File: config.mk
export PLATFORM = sky130hd
export DESIGN_NAME = cs_capture
export DESIGN_NICKNAME = d
export VERILOG_FILES = /design/src/rtl/cs_capture_pkg.sv /design/src/rtl/cs_frame_tracker.sv /design/src/rtl/cs_stage_reg.sv /design/src/rtl/cs_read_port.sv /design/src/rtl/cs_capture.sv
export SDC_FILE = /design/constraint.sdc
export NUM_CORES = 1
export LEC_CHECK = 0
export ABC_AREA = 1
export CORE_ASPECT_RATIO = 1.2
export CORE_UTILIZATION = 41
export CTS_BUF_LIST = sky130_fd_sc_hd__clkbuf_16
export DETAILED_ROUTE_END_ITERATION = 10
export PLACE_DENSITY = 0.67
export SLEW_MARGIN = 20
export SYNTH_ARGS = -nofsm -noshare
export SYNTH_HDL_FRONTEND = slang
export SYNTH_SLANG_ARGS = --single-unit
File: constraint.sdc
create_clock -name clk -period 4.5 [get_ports clk]
set_clock_uncertainty 0.1 [all_clocks]
set_input_delay 0.9 -clock clk [delete_from_list [all_inputs] [get_ports clk]]
set_output_delay 0.9 -clock clk [all_outputs]
set_load 0.01 [all_outputs]
File: src/rtl/cs_capture_pkg.sv
package cs_capture_pkg;

  // Default block geometry
  localparam int unsigned BLOCK_FRAMES = 192;
  localparam int unsigned READ_WIDTH   = 32;
  localparam int unsigned SELECT_WIDTH = 3;

  // One decoded subframe as seen by the capture logic
  typedef struct packed {
    logic is_b;
    logic blk_start;
    logic cs_bit;
  } subframe_t;

endpackage

File: src/rtl/cs_frame_tracker.sv
module cs_frame_tracker
  import cs_capture_pkg::*;
#(
  parameter int unsigned FRAMES = BLOCK_FRAMES,
  localparam int unsigned IDX_W = $clog2(FRAMES),
  localparam int unsigned CNT_W = $clog2(FRAMES + 1)
) (
  input  logic             clk,
  input  logic             rst_n,
  input  logic             accept,
  input  subframe_t        sub,
  input  logic             chan_sel,
  output logic             wr_en,
  output logic [IDX_W-1:0] wr_idx,
  output logic             wr_bit,
  output logic             commit,
  output logic [CNT_W-1:0] frame_cnt
);

  localparam logic [CNT_W-1:0] FULL = CNT_W'(FRAMES);

  logic             chan_prev;
  logic             chan_flip;
  logic             hit;
  logic [CNT_W-1:0] cnt_nxt;

  assign chan_flip = (chan_sel != chan_prev);
  assign hit       = accept && (sub.is_b == chan_sel);
  assign wr_bit    = sub.cs_bit;

  // frame_cnt = 0 : no block in progress
  // frame_cnt = n : frames 0..n-1 of the current block are staged
  always_comb begin
    wr_en   = 1'b0;
    wr_idx  = '0;
    commit  = 1'b0;
    cnt_nxt = frame_cnt;
    if (chan_flip) begin
      cnt_nxt = '0;
    end else if (hit && sub.blk_start) begin
      commit  = (frame_cnt == FULL);
      wr_en   = 1'b1;
      wr_idx  = '0;
      cnt_nxt = CNT_W'(1);
    end else if (hit && (frame_cnt != '0) && (frame_cnt < FULL)) begin
      wr_en   = 1'b1;
      wr_idx  = IDX_W'(frame_cnt);
      cnt_nxt = frame_cnt + CNT_W'(1);
    end
  end

  always_ff @(posedge clk or negedge rst_n) begin
    if (!rst_n) begin
      frame_cnt <= '0;
      chan_prev <= 1'b0;
    end else begin
      frame_cnt <= cnt_nxt;
      chan_prev <= chan_sel;
    end
  end

endmodule

File: src/rtl/cs_stage_reg.sv
module cs_stage_reg #(
  parameter int unsigned FRAMES = 192,
  localparam int unsigned IDX_W = $clog2(FRAMES)
) (
  input  logic              clk,
  input  logic              rst_n,
  input  logic              wr_en,
  input  logic [IDX_W-1:0]  wr_idx,
  input  logic              wr_bit,
  output logic [FRAMES-1:0] stage
);

  // One enable per bit position: each frame lands at its own index
  for (genvar g = 0; g < FRAMES; g++) begin : g_bit
    always_ff @(posedge clk or negedge rst_n) begin
      if (!rst_n) begin
        stage[g] <= 1'b0;
      end else if (wr_en && (wr_idx == IDX_W'(g))) begin
        stage[g] <= wr_bit;
      end
    end
  end

endmodule

File: src/rtl/cs_read_port.sv
module cs_read_port #(
  parameter int unsigned FRAMES = 192,
  parameter int unsigned WORD_W = 32,
  parameter int unsigned SEL_W  = 3,
  localparam int unsigned NUM_WORDS = FRAMES / WORD_W
) (
  input  logic              clk,
  input  logic              rst_n,
  input  logic              commit,
  input  logic [FRAMES-1:0] stage,
  input  logic [SEL_W-1:0]  word_sel,
  output logic [FRAMES-1:0] held,
  output logic [WORD_W-1:0] rd_word
);

  logic [WORD_W-1:0] word_arr [NUM_WORDS];
  logic [WORD_W-1:0] pick;

  always_ff @(posedge clk or negedge rst_n) begin
    if (!rst_n) begin
      held <= '0;
    end else if (commit) begin
      held <= stage;
    end
  end

  // Word w holds bits 32w..32w+31: byte j of word w is status byte 4w+j
  for (genvar w = 0; w < NUM_WORDS; w++) begin : g_word
    assign word_arr[w] = held[w*WORD_W +: WORD_W];
  end

  always_comb begin
    pick = '0;
    for (int w = 0; w < NUM_WORDS; w++) begin
      if (word_sel == SEL_W'(w)) pick = word_arr[w];
    end
  end

  always_ff @(posedge clk or negedge rst_n) begin
    if (!rst_n) begin
      rd_word <= '0;
    end else begin
      rd_word <= pick;
    end
  end

endmodule

File: src/rtl/cs_capture.sv
module cs_capture
  import cs_capture_pkg::*;
#(
  parameter int unsigned FRAMES = BLOCK_FRAMES,
  parameter int unsigned WORD_W = READ_WIDTH,
  parameter int unsigned SEL_W  = SELECT_WIDTH
) (
  input  logic              clk,
  input  logic              rst_n,
  input  logic              sub_valid,
  output logic              sub_ready,
  input  logic              sub_is_b,
  input  logic              sub_blk_start,
  input  logic              sub_cs_bit,
  input  logic              chan_sel,
  input  logic [SEL_W-1:0]  word_sel,
  output logic [WORD_W-1:0] rd_word
);

  localparam int unsigned IDX_W = $clog2(FRAMES);
  localparam int unsigned CNT_W = $clog2(FRAMES + 1);

  subframe_t         sub;
  logic              accept;
  logic              wr_en;
  logic [IDX_W-1:0]  wr_idx;
  logic              wr_bit;
  logic              commit;
  logic [CNT_W-1:0]  frame_cnt;
  logic [FRAMES-1:0] stage;
  logic [FRAMES-1:0] held;

  // The capture never stalls the stream
  assign sub_ready = 1'b1;
  assign accept    = sub_valid && sub_ready;
  assign sub       = '{is_b: sub_is_b, blk_start: sub_blk_start, cs_bit: sub_cs_bit};

  cs_frame_tracker #(.FRAMES(FRAMES)) u_track (
    .clk       (clk),
    .rst_n     (rst_n),
    .accept    (accept),
    .sub       (sub),
    .chan_sel  (chan_sel),
    .wr_en     (wr_en),
    .wr_idx    (wr_idx),
    .wr_bit    (wr_bit),
    .commit    (commit),
    .frame_cnt (frame_cnt)
  );

  cs_stage_reg #(.FRAMES(FRAMES)) u_stage (
    .clk    (clk),
    .rst_n  (rst_n),
    .wr_en  (wr_en),
    .wr_idx (wr_idx),
    .wr_bit (wr_bit),
    .stage  (stage)
  );

  cs_read_port #(.FRAMES(FRAMES), .WORD_W(WORD_W), .SEL_W(SEL_W)) u_read (
    .clk      (clk),
    .rst_n    (rst_n),
    .commit   (commit),
    .stage    (stage),
    .word_sel (word_sel),
    .held     (held),
    .rd_word  (rd_word)
  );

endmodule

==> flow_summary.toml, run 1 <==
[final_layout]
nNetsFinal = 2304
diodes = 0
areaGrowthSynthToFinish_pct = 11.2
drive_gt1_share_pct = 6.25
stdcell_area_um2 = 21200

[power]
leakage_nw = 9.83
p_per_area_nw_per_um2 = 351
ir_worst_vdd_mv = 0.233

[floorplan]
ios = 43
start_util_pct = 41.5
coreArea_um2 = 45900
dieArea_um2 = 47400
die_width_um = 199
rows = 86
dieHeight_um = 238

[global_routing]
grt_pass1_vias = 13700
grt_util_all_layers_pct = 20.1
globalRouteOverflowTotal = 0
grt_first_pass_wirelength_um = 75200
grt_max_degree = 113
grt_antenna_before_repair = 4

[clocking]
cts.sinks = 425
clockBufferDepth = 3
cts_setup_buffers = 0
cts_tree = "built"
ctsResizeCount = 0
clk_pin_slew_ps = 60
cts_made_buffers = 43
clkLatencyLatePin_ps = 540
hold_buffers = 0
htreeDepth = 2
cts_root_buffer = "clkbuf_16"

[logic_synthesis]
avgSynthCellArea_um2 = 8.19
yosys-top-cells-count = "nand2_1, dfrtp_1, nand3_1"
ys_ff_latch = 425
yosysTopAreaCellShare_pct = 55.8
synth-seq-area-share_pct = 55.8
synth-edff-count = 0
synthCells = 2328
ys_warn_count = 0
yosysMostFrequentCell = "nand2_1"
syn-num-nets = 2340
synth.largest_area_cell = "dfrtp_1"
synth_cell_types = 33
syn_area_um2 = 19100
synthFlopType = "dfrtp_1"
ys_top_cells_by_area = "dfrtp_1, nand2_1, nand3_1, o21ai_0, inv_1"
synth_async_sr_flop_share_pct = 100

[worst_setup_path]
crit_path_max_incr_delay_ps = 550
end_kind = "flop"
timing.critical_path.buf_inv = 3
cp_cell_sequence = "clkdlybuf4s50_1, inv_2, nand2_1, nand2_1, nand3_1, nand2_1, nor2_1, nand2_2, nor2_2, buf_4, nand2_1, nand2_1, nand2_1"
slowest_stage = "clkdlybuf4s50_1"
critPathRequiredTime_ps = 4830
crit_fanout = 14
cp.arrival_ps = 3540
crit_type = "primary input to flop"
cpMostUsedCell = "nand2_1"
start_kind = "primary input"
crit_family = "simple AND/OR/NAND/NOR gates"

[place]
portBuffers = 41
dpl-instance-area_um2 = 19900
gp_congestion = 0.792
place_hpwl_um = 27400

[drt]
ant_nets = 0
drt_first_iter_violations = 1123
first_pass_iters = 5
drt_wl_total_um = 46500
wl_per_cell_um = 15.8
vias = 14800
drc = 0
vias_per_cell = 5.05

[sta]
final.period_utilization_pct = 71.5
rsz0062_at_grt = "no"
maxSlewViolCount = 0
relSlewSlack_pct = 32.8
worst_pin_slew_ps = 1010
fin_worst_hold_slack_ps = 299
timing.setup.tns_ps = 0
hold_viol = 0
fmax_mhz = 311
setup_viol = 0
period_needed_ps = 3220

[job]
cap_violations = 0

[worst_hold_path]
min_path_type = "primary input to async pin"

[run_status]
outcome = "finished, final reports clean"
metrics by stage:
stage | util [%] | setup WS (ps) | instances | power, mW
after floorplan | - | 2020 | 2328 | 4.01
after global placement | 43.3 | 867 | 2863 | 4.17
after global routing | 46.1 | 977 | 2936 | 7.68
final | 46.1 | 1280 | 2936 | 7.44
after CTS | 46.1 | 1320 | 2936 | 7.51
after detailed placement | 43.3 | 750 | 2863 | 4.17
layout make-up:
class                           instances  area, µm²
Clock buffer                           43       1080
Sequential cell                       425      10600
Multi-Input combinational cell       1518       6830
Timing Repair Buffer                   76        805
Fill cell                            4372      24800
Tap cell                              616        771
Inverter                              228        856
Clock inverter                         30        206
cells in the final DEF (no fill, tap or decap), types with 13 or more instances in the layout:
cell,n
dfrtp_1,425
clkbuf_16,43
clkdlybuf4s50_1,39
nand3_1,319
a21oi_1,34
nor2_4,14
nand2_1,836
inv_2,13
nor2_1,17
o21ai_0,215
buf_4,25
inv_1,227
nand4_1,36
per-layer routing:
layer	share of wire [%]	GRT usage, %
met1	43	26.5
met2	49	33.8
met3	5.5	2.66
met4	3.0	7.02
met5	0.022	0
registers in the layout, summed over array words and instances, names as in the netlist:
name and cells:
u_read.held 192, u_stage.stage 192, u_track.frame_cnt 8, u_track.chan_prev 1, u_read.rd_word 32
kinds of logic (layout without fill, tap and decap cells):
logic type                 Yosys count  in the layout  share of synthesized area [%]
buffers and inverters              385            377                           8.46
DFF                                425            425                           55.8
and+or+nand+nor                   1253           1253                           28.5
AOI/OAI and AO/OA                  259            259                           6.89
other                                1              1                         0.0197
adders and majority gates            2              2                          0.131
xor gates and xnor gates             3              3                          0.138
path summary, 6_finish.rpt:
check	startpoint	endpoint	slack, ps	cells after the start
worst max register to register	u_track.frame_cnt[1]	u_read.held[29]	1760	8
max in group asynchronous	rst_n	u_read.rd_word[2]	2830	2
min in group clk	u_stage.stage[111]	u_stage.stage[111]	370	2
worst min-delay path	rst_n	u_read.rd_word[28]	300	1
worst max-delay path	chan_sel	u_stage.stage[163]	1280	13
worst min register to register	u_stage.stage[111]	u_stage.stage[111]	370	2
power breakdown:
part           internal, mW  leakage, nW  total (mW)  switching [mW]
registers              3.83         5.91        3.84         0.00595
clock network          1.89        0.677        3.34            1.45
logic                0.0428         3.24       0.257           0.214
No activity file was read; power rests on OpenSTA's default activity.
==> inputs of run 2 (changes only) <==
PLACE_DENSITY = 0.69   (was 0.67)
clock period = 2.6 ns   (was 4.5 ns; I/O delays follow)
==> run 2 against run 1 <==
Compared with the run above:
- flip-flop and latch count unchanged
- final cell count grew 2.7%
- total power increased by 74%
- combinational power up 100%
- die area did not move
- count of clock-buffer cells in the layout is the same
- via count increased by 2.9%
- global-route usage rose by 1.0 points
- register-to-register slack got worse by 1500 ps
- clock power increased by 72%
- sequential share of layout area decreased by 2.6 points
==> flow_summary.toml, run 2 (same netlist as run 1, synthesis figures left out) <==
[run_status]
outcome = "finished, final reports clean"

[sta]
hold_viol = 0
setup_viol = 0
rsz0062_at_grt = "no"
relSlewSlack_pct = 56.2
final.period_utilization_pct = 91.8
period_needed_ps = 2390
timing.setup.tns_ps = 0
maxSlewViolCount = 0
fmax_mhz = 419
worst_pin_slew_ps = 657

[drt]
wl_per_cell_um = 16.1
first_pass_iters = 5
vias_per_cell = 5.06
drt_wl_total_um = 48500
drt_first_iter_violations = 1101
drc = 0
ant_nets = 0
vias = 15300

[clocking]
clk_pin_slew_ps = 60
htreeDepth = 2
cts_tree = "built"
ctsResizeCount = 0
cts_root_buffer = "clkbuf_16"
clockBufferDepth = 3
cts.sinks = 425
cts_setup_buffers = 0
hold_buffers = 1
cts_made_buffers = 42
clkLatencyLatePin_ps = 550

[final_layout]
nNetsFinal = 2383
diodes = 0
top_regs = "u_read.held (192), u_stage.stage (192), u_read.rd_word (32)"
areaGrowthSynthToFinish_pct = 17.2
final_common_cell = "nand2_1"
fin_util_pct = 48.6
drive_gt1_share_pct = 9.33
finalNonFillerCells = 3016
fillCellCount = 4283
layout_common_cells = "nand2_1, dfrtp_1, nand3_1, inv_1, o21ai_0"

[power]
ir_worst_vdd_mv = 0.508
power.total_mw = 12.9
leakage_nw = 10.4
p_per_area_nw_per_um2 = 578

[worst_setup_path]
cp.arrival_ps = 2730
crit_fanout = 12
critPathRequiredTime_ps = 2940
start_kind = "flop"
end_kind = "flop"
reg2reg_depth = 13
crit_type = "flop to flop"

[worst_hold_path]
min_delay_path_depth = 3
min_path_type = "primary input to flop"

[global_routing]
grt_max_degree = 95
grt_util_all_layers_pct = 21.1
grt_pass1_vias = 14700
grt_first_pass_wirelength_um = 78800
globalRouteOverflowTotal = 0
grt_antenna_before_repair = 0

[floorplan]
coreArea_um2 = 45900
start_util_pct = 41.5
ios = 43
dieHeight_um = 238
dieArea_um2 = 47400
die_width_um = 199
rows = 86

[place]
gp_congestion = 0.818
place_hpwl_um = 29600
portBuffers = 41
dp_cells = 2942

[job]
cap_violations = 0
-- run 2: stage by stage --
stage               setup slack [ps]  hold slack [ps]  cell area [µm²]
global placement                -184              352            21100
global route                    44.2              337            22300
floorplan                        501              124            19100
CTS                              209              300            22300
detailed placement              -245              358            21100
finish                           214              307            22300
-- run 2: worst max-delay path, cell delays in order (launching register included) --
cell	delay, ps
dfrtp_1	440
inv_1	110
ha_1	190
nand2_1	90
nor2_1	60
nand2_2	110
nand3_4	150
nor2_8	270
nand3_4	180
nor2_4	180
buf_4	200
nand2_1	70
nand2_1	70
nand2_1	60
-- run 2: path summary, 6_finish.rpt --
| check | from | end | slack, ps |
|---|---|---|---|
| max reg2reg | u_track.frame_cnt[1] | u_stage.stage[85] | 210 |
| max | u_track.frame_cnt[1] | u_stage.stage[85] | 210 |
| min in group asynchronous | rst_n | u_read.held[58] | 470 |
| min | sub_cs_bit | u_stage.stage[143] | 310 |
| max in group asynchronous | rst_n | u_stage.stage[38] | 1170 |
| min reg2reg | u_stage.stage[91] | u_stage.stage[91] | 370 |
-- run 2: where the power goes --
group	internal, mW	total [mW]	switching [mW]
registers	6.64	6.65	0.0105
logic	0.131	0.519	0.388
clock network	3.19	5.76	2.56
total	9.96	12.9	2.96
-- run 2: layer usage --
metal | track usage, % | part of all wire [%] | up-vias
li1 | - | - | 7459
met1 | 28.3 | 44 | 7307
met2 | 35.6 | 49 | 424
met3 | 2.50 | 5.3 | 77
met4 | 6.50 | 2.5 | 0
met5 | 0 | 0 | -
-- run 2: cell type report --
class	count	area, µm²	area share [%]
clock buffers	43	1080	4.82
clock inverters	30	201	0.902
inverters	228	856	3.83
multi-input cells	1518	6830	30.6
flip-flops and latches	425	10600	47.6
well taps	616	771	3.45
repair buffers	156	1970	8.82
==> inputs of run 3 (changes only) <==
CAP_MARGIN = 10   (was default)
PLACE_DENSITY = 0.67   (was 0.69)
clock period = 3.1 ns   (was 2.6 ns; I/O delays follow)
==> run 3 against run 2 <==
Compared with the run above:
- non-clock buffer count down 37
- cell area down 1.1%
- sequential power down 16%
- flip-flop and latch count unchanged
- worst hold slack better by 60 ps
- core utilization down 0.52 points
- setup slack better by 280 ps
- global-route usage down 0.47 points
- sequential share of layout area up 0.51 points
- final cell count down 1.0%
- register-to-register slack better by 500 ps
- critical path depth unchanged
==> flow_summary.toml, run 3 (same netlist as run 1, synthesis figures left out) <==
[run_status]
outcome = "finished, final reports clean"

[clocking]
clk_pin_slew_ps = 60
ctsResizeCount = 0
cts.sinks = 425
htreeDepth = 2
cts_made_buffers = 44
clkLatencyLatePin_ps = 560
clockBufferDepth = 3
cts_tree = "built"
cts_root_buffer = "clkbuf_16"

[global_routing]
grt_first_pass_wirelength_um = 77600
grt_max_degree = 80
grt_antenna_before_repair = 1
globalRouteOverflowTotal = 0
grt_pass1_vias = 14500
grt_util_all_layers_pct = 20.6

[worst_setup_path]
crit_type = "primary input to flop"
end_kind = "flop"
critPathRequiredTime_ps = 3440
start_kind = "primary input"
startpoint = "chan_sel"
reg2reg_depth = 13
crit_fanout = 14
crit_end = "u_stage.stage[112]"
timing.reg2reg.setup_slack_ps = 710
rr_startpoint = "u_track.frame_cnt[1]"
reg2reg_to = "u_stage.stage[120]"
cp.arrival_ps = 2940

[sta]
final.period_utilization_pct = 84.0
period_needed_ps = 2600
worst_pin_slew_ps = 648
fin_worst_hold_slack_ps = 366
setup_ws_ps = 496
fmax_mhz = 384
relSlewSlack_pct = 56.8
rsz0062_at_grt = "no"
timing.setup.tns_ps = 0
hold_viol = 0
maxSlewViolCount = 0
setup_viol = 0

[power]
p_comb_share_pct = 3.6
power.total_mw = 11.2
clock_power_share_pct = 46.6
p_per_area_nw_per_um2 = 506
p_seq_share_pct = 49.9
leakage_nw = 10.2
p_switching_mw = 2.50
swShare_pct = 22.3
p_int_mw = 8.69
ir_worst_vdd_mv = 0.385

[final_layout]
layout_common_cells = "nand2_1, dfrtp_1, nand3_1, inv_1, o21ai_0"
top_regs = "u_read.held (192), u_stage.stage (192), u_read.rd_word (32)"
areaGrowthSynthToFinish_pct = 16.0
finalNonFillerCells = 2985
drive_gt1_share_pct = 8.07
final_common_cell = "nand2_1"
nNetsFinal = 2348
stdcell_area_um2 = 22100
fin_util_pct = 48.1

[floorplan]
ios = 43
die_width_um = 199
dieArea_um2 = 47400
coreArea_um2 = 45900
start_util_pct = 41.5
rows = 86
dieHeight_um = 238

[drt]
drc = 0
first_pass_iters = 5
drt_wl_total_um = 47100
drt_first_iter_violations = 1204
ant_nets = 0
vias = 15100
wl_per_cell_um = 15.8
vias_per_cell = 5.05

[place]
dpl_worst_slack_ps = -61.9
dpl-instance-area_um2 = 20700
dp_cells = 2905
portBuffers = 41
gp_congestion = 0.794
place_hpwl_um = 28900

[job]
cap_violations = 0

[worst_hold_path]
min_delay_path_depth = 2
min_path_type = "flop to flop"
run 3: cell types whose count changed in the layout (fill, tap and decap cells not counted), sizes merged:
cell,previous run,this run
bufinv,2,5
diode,0,1
inv,240,239
clkinv,16,17
buf,116,79
clkbuf,43,45
run 3: how the worst min path moves through the flow:
| stage | start | endpoint | slack, ps |
|---|---|---|---|
| 2_1_floorplan | rst_n | u_read.held[0] | 220 |
| 3_3_place_gp | u_stage.stage[97] | u_stage.stage[97] | 350 |
| 3_5_place_dp | u_stage.stage[175] | u_stage.stage[175] | 360 |
| 4_1_cts | u_stage.stage[88] | u_stage.stage[88] | 370 |
| 5_1_grt | u_stage.stage[96] | u_stage.stage[96] | 390 |
| 6_report | u_stage.stage[151] | u_stage.stage[151] | 370 |
run 3: worst max-delay path, stage by stage:
cell,delay [ps]
clkdlybuf4s50_1,470
inv_2,100
nand2_1,50
nand2_1,50
nand3_1,320
nand2_1,310
inv_1,140
o21ai_0,310
nand2_2,170
inv_2,220
nand2_1,80
nand2_1,60
nand2_1,50
run 3: power groups by stage:
stage / logic (mW) / clock network (mW) / registers (mW)
CTS: 0.404 / 5.32 / 5.57
floorplan: 0.147 / 0 / 5.68
detailed placement: 0.402 / 0 / 5.68
finish: 0.398 / 5.21 / 5.58
global placement: 0.397 / 0 / 5.68
global route: 0.439 / 5.52 / 5.57
run 3: what timing repair did:
action,CTS,global route
setup buffers,0,0
hold buffers,1,0
hold endpoints to repair,54,0
run 3: layer usage:
metal | wire, µm | share of wire, % | GRT usage, % | vias up
met1 | 21400 | 45 | 28.7 | 7265
met5 | 0 | 0 | 0 | -
met3 | 2270 | 4.8 | 2.39 | 90
met4 | 1280 | 2.7 | 6.78 | 0
met2 | 22200 | 47 | 33.5 | 348
li1 | - | - | - | 7377
run 3: final cells by class:
class	instances	area, µm²
fill	4309	23800
sequential	425	10600
multi-input combinational	1518	6830
timing repair buffer	119	1610
clock buffer	45	1130
inverter	228	856
tap	616	771
clock inverter	33	275
antenna	1	2.50
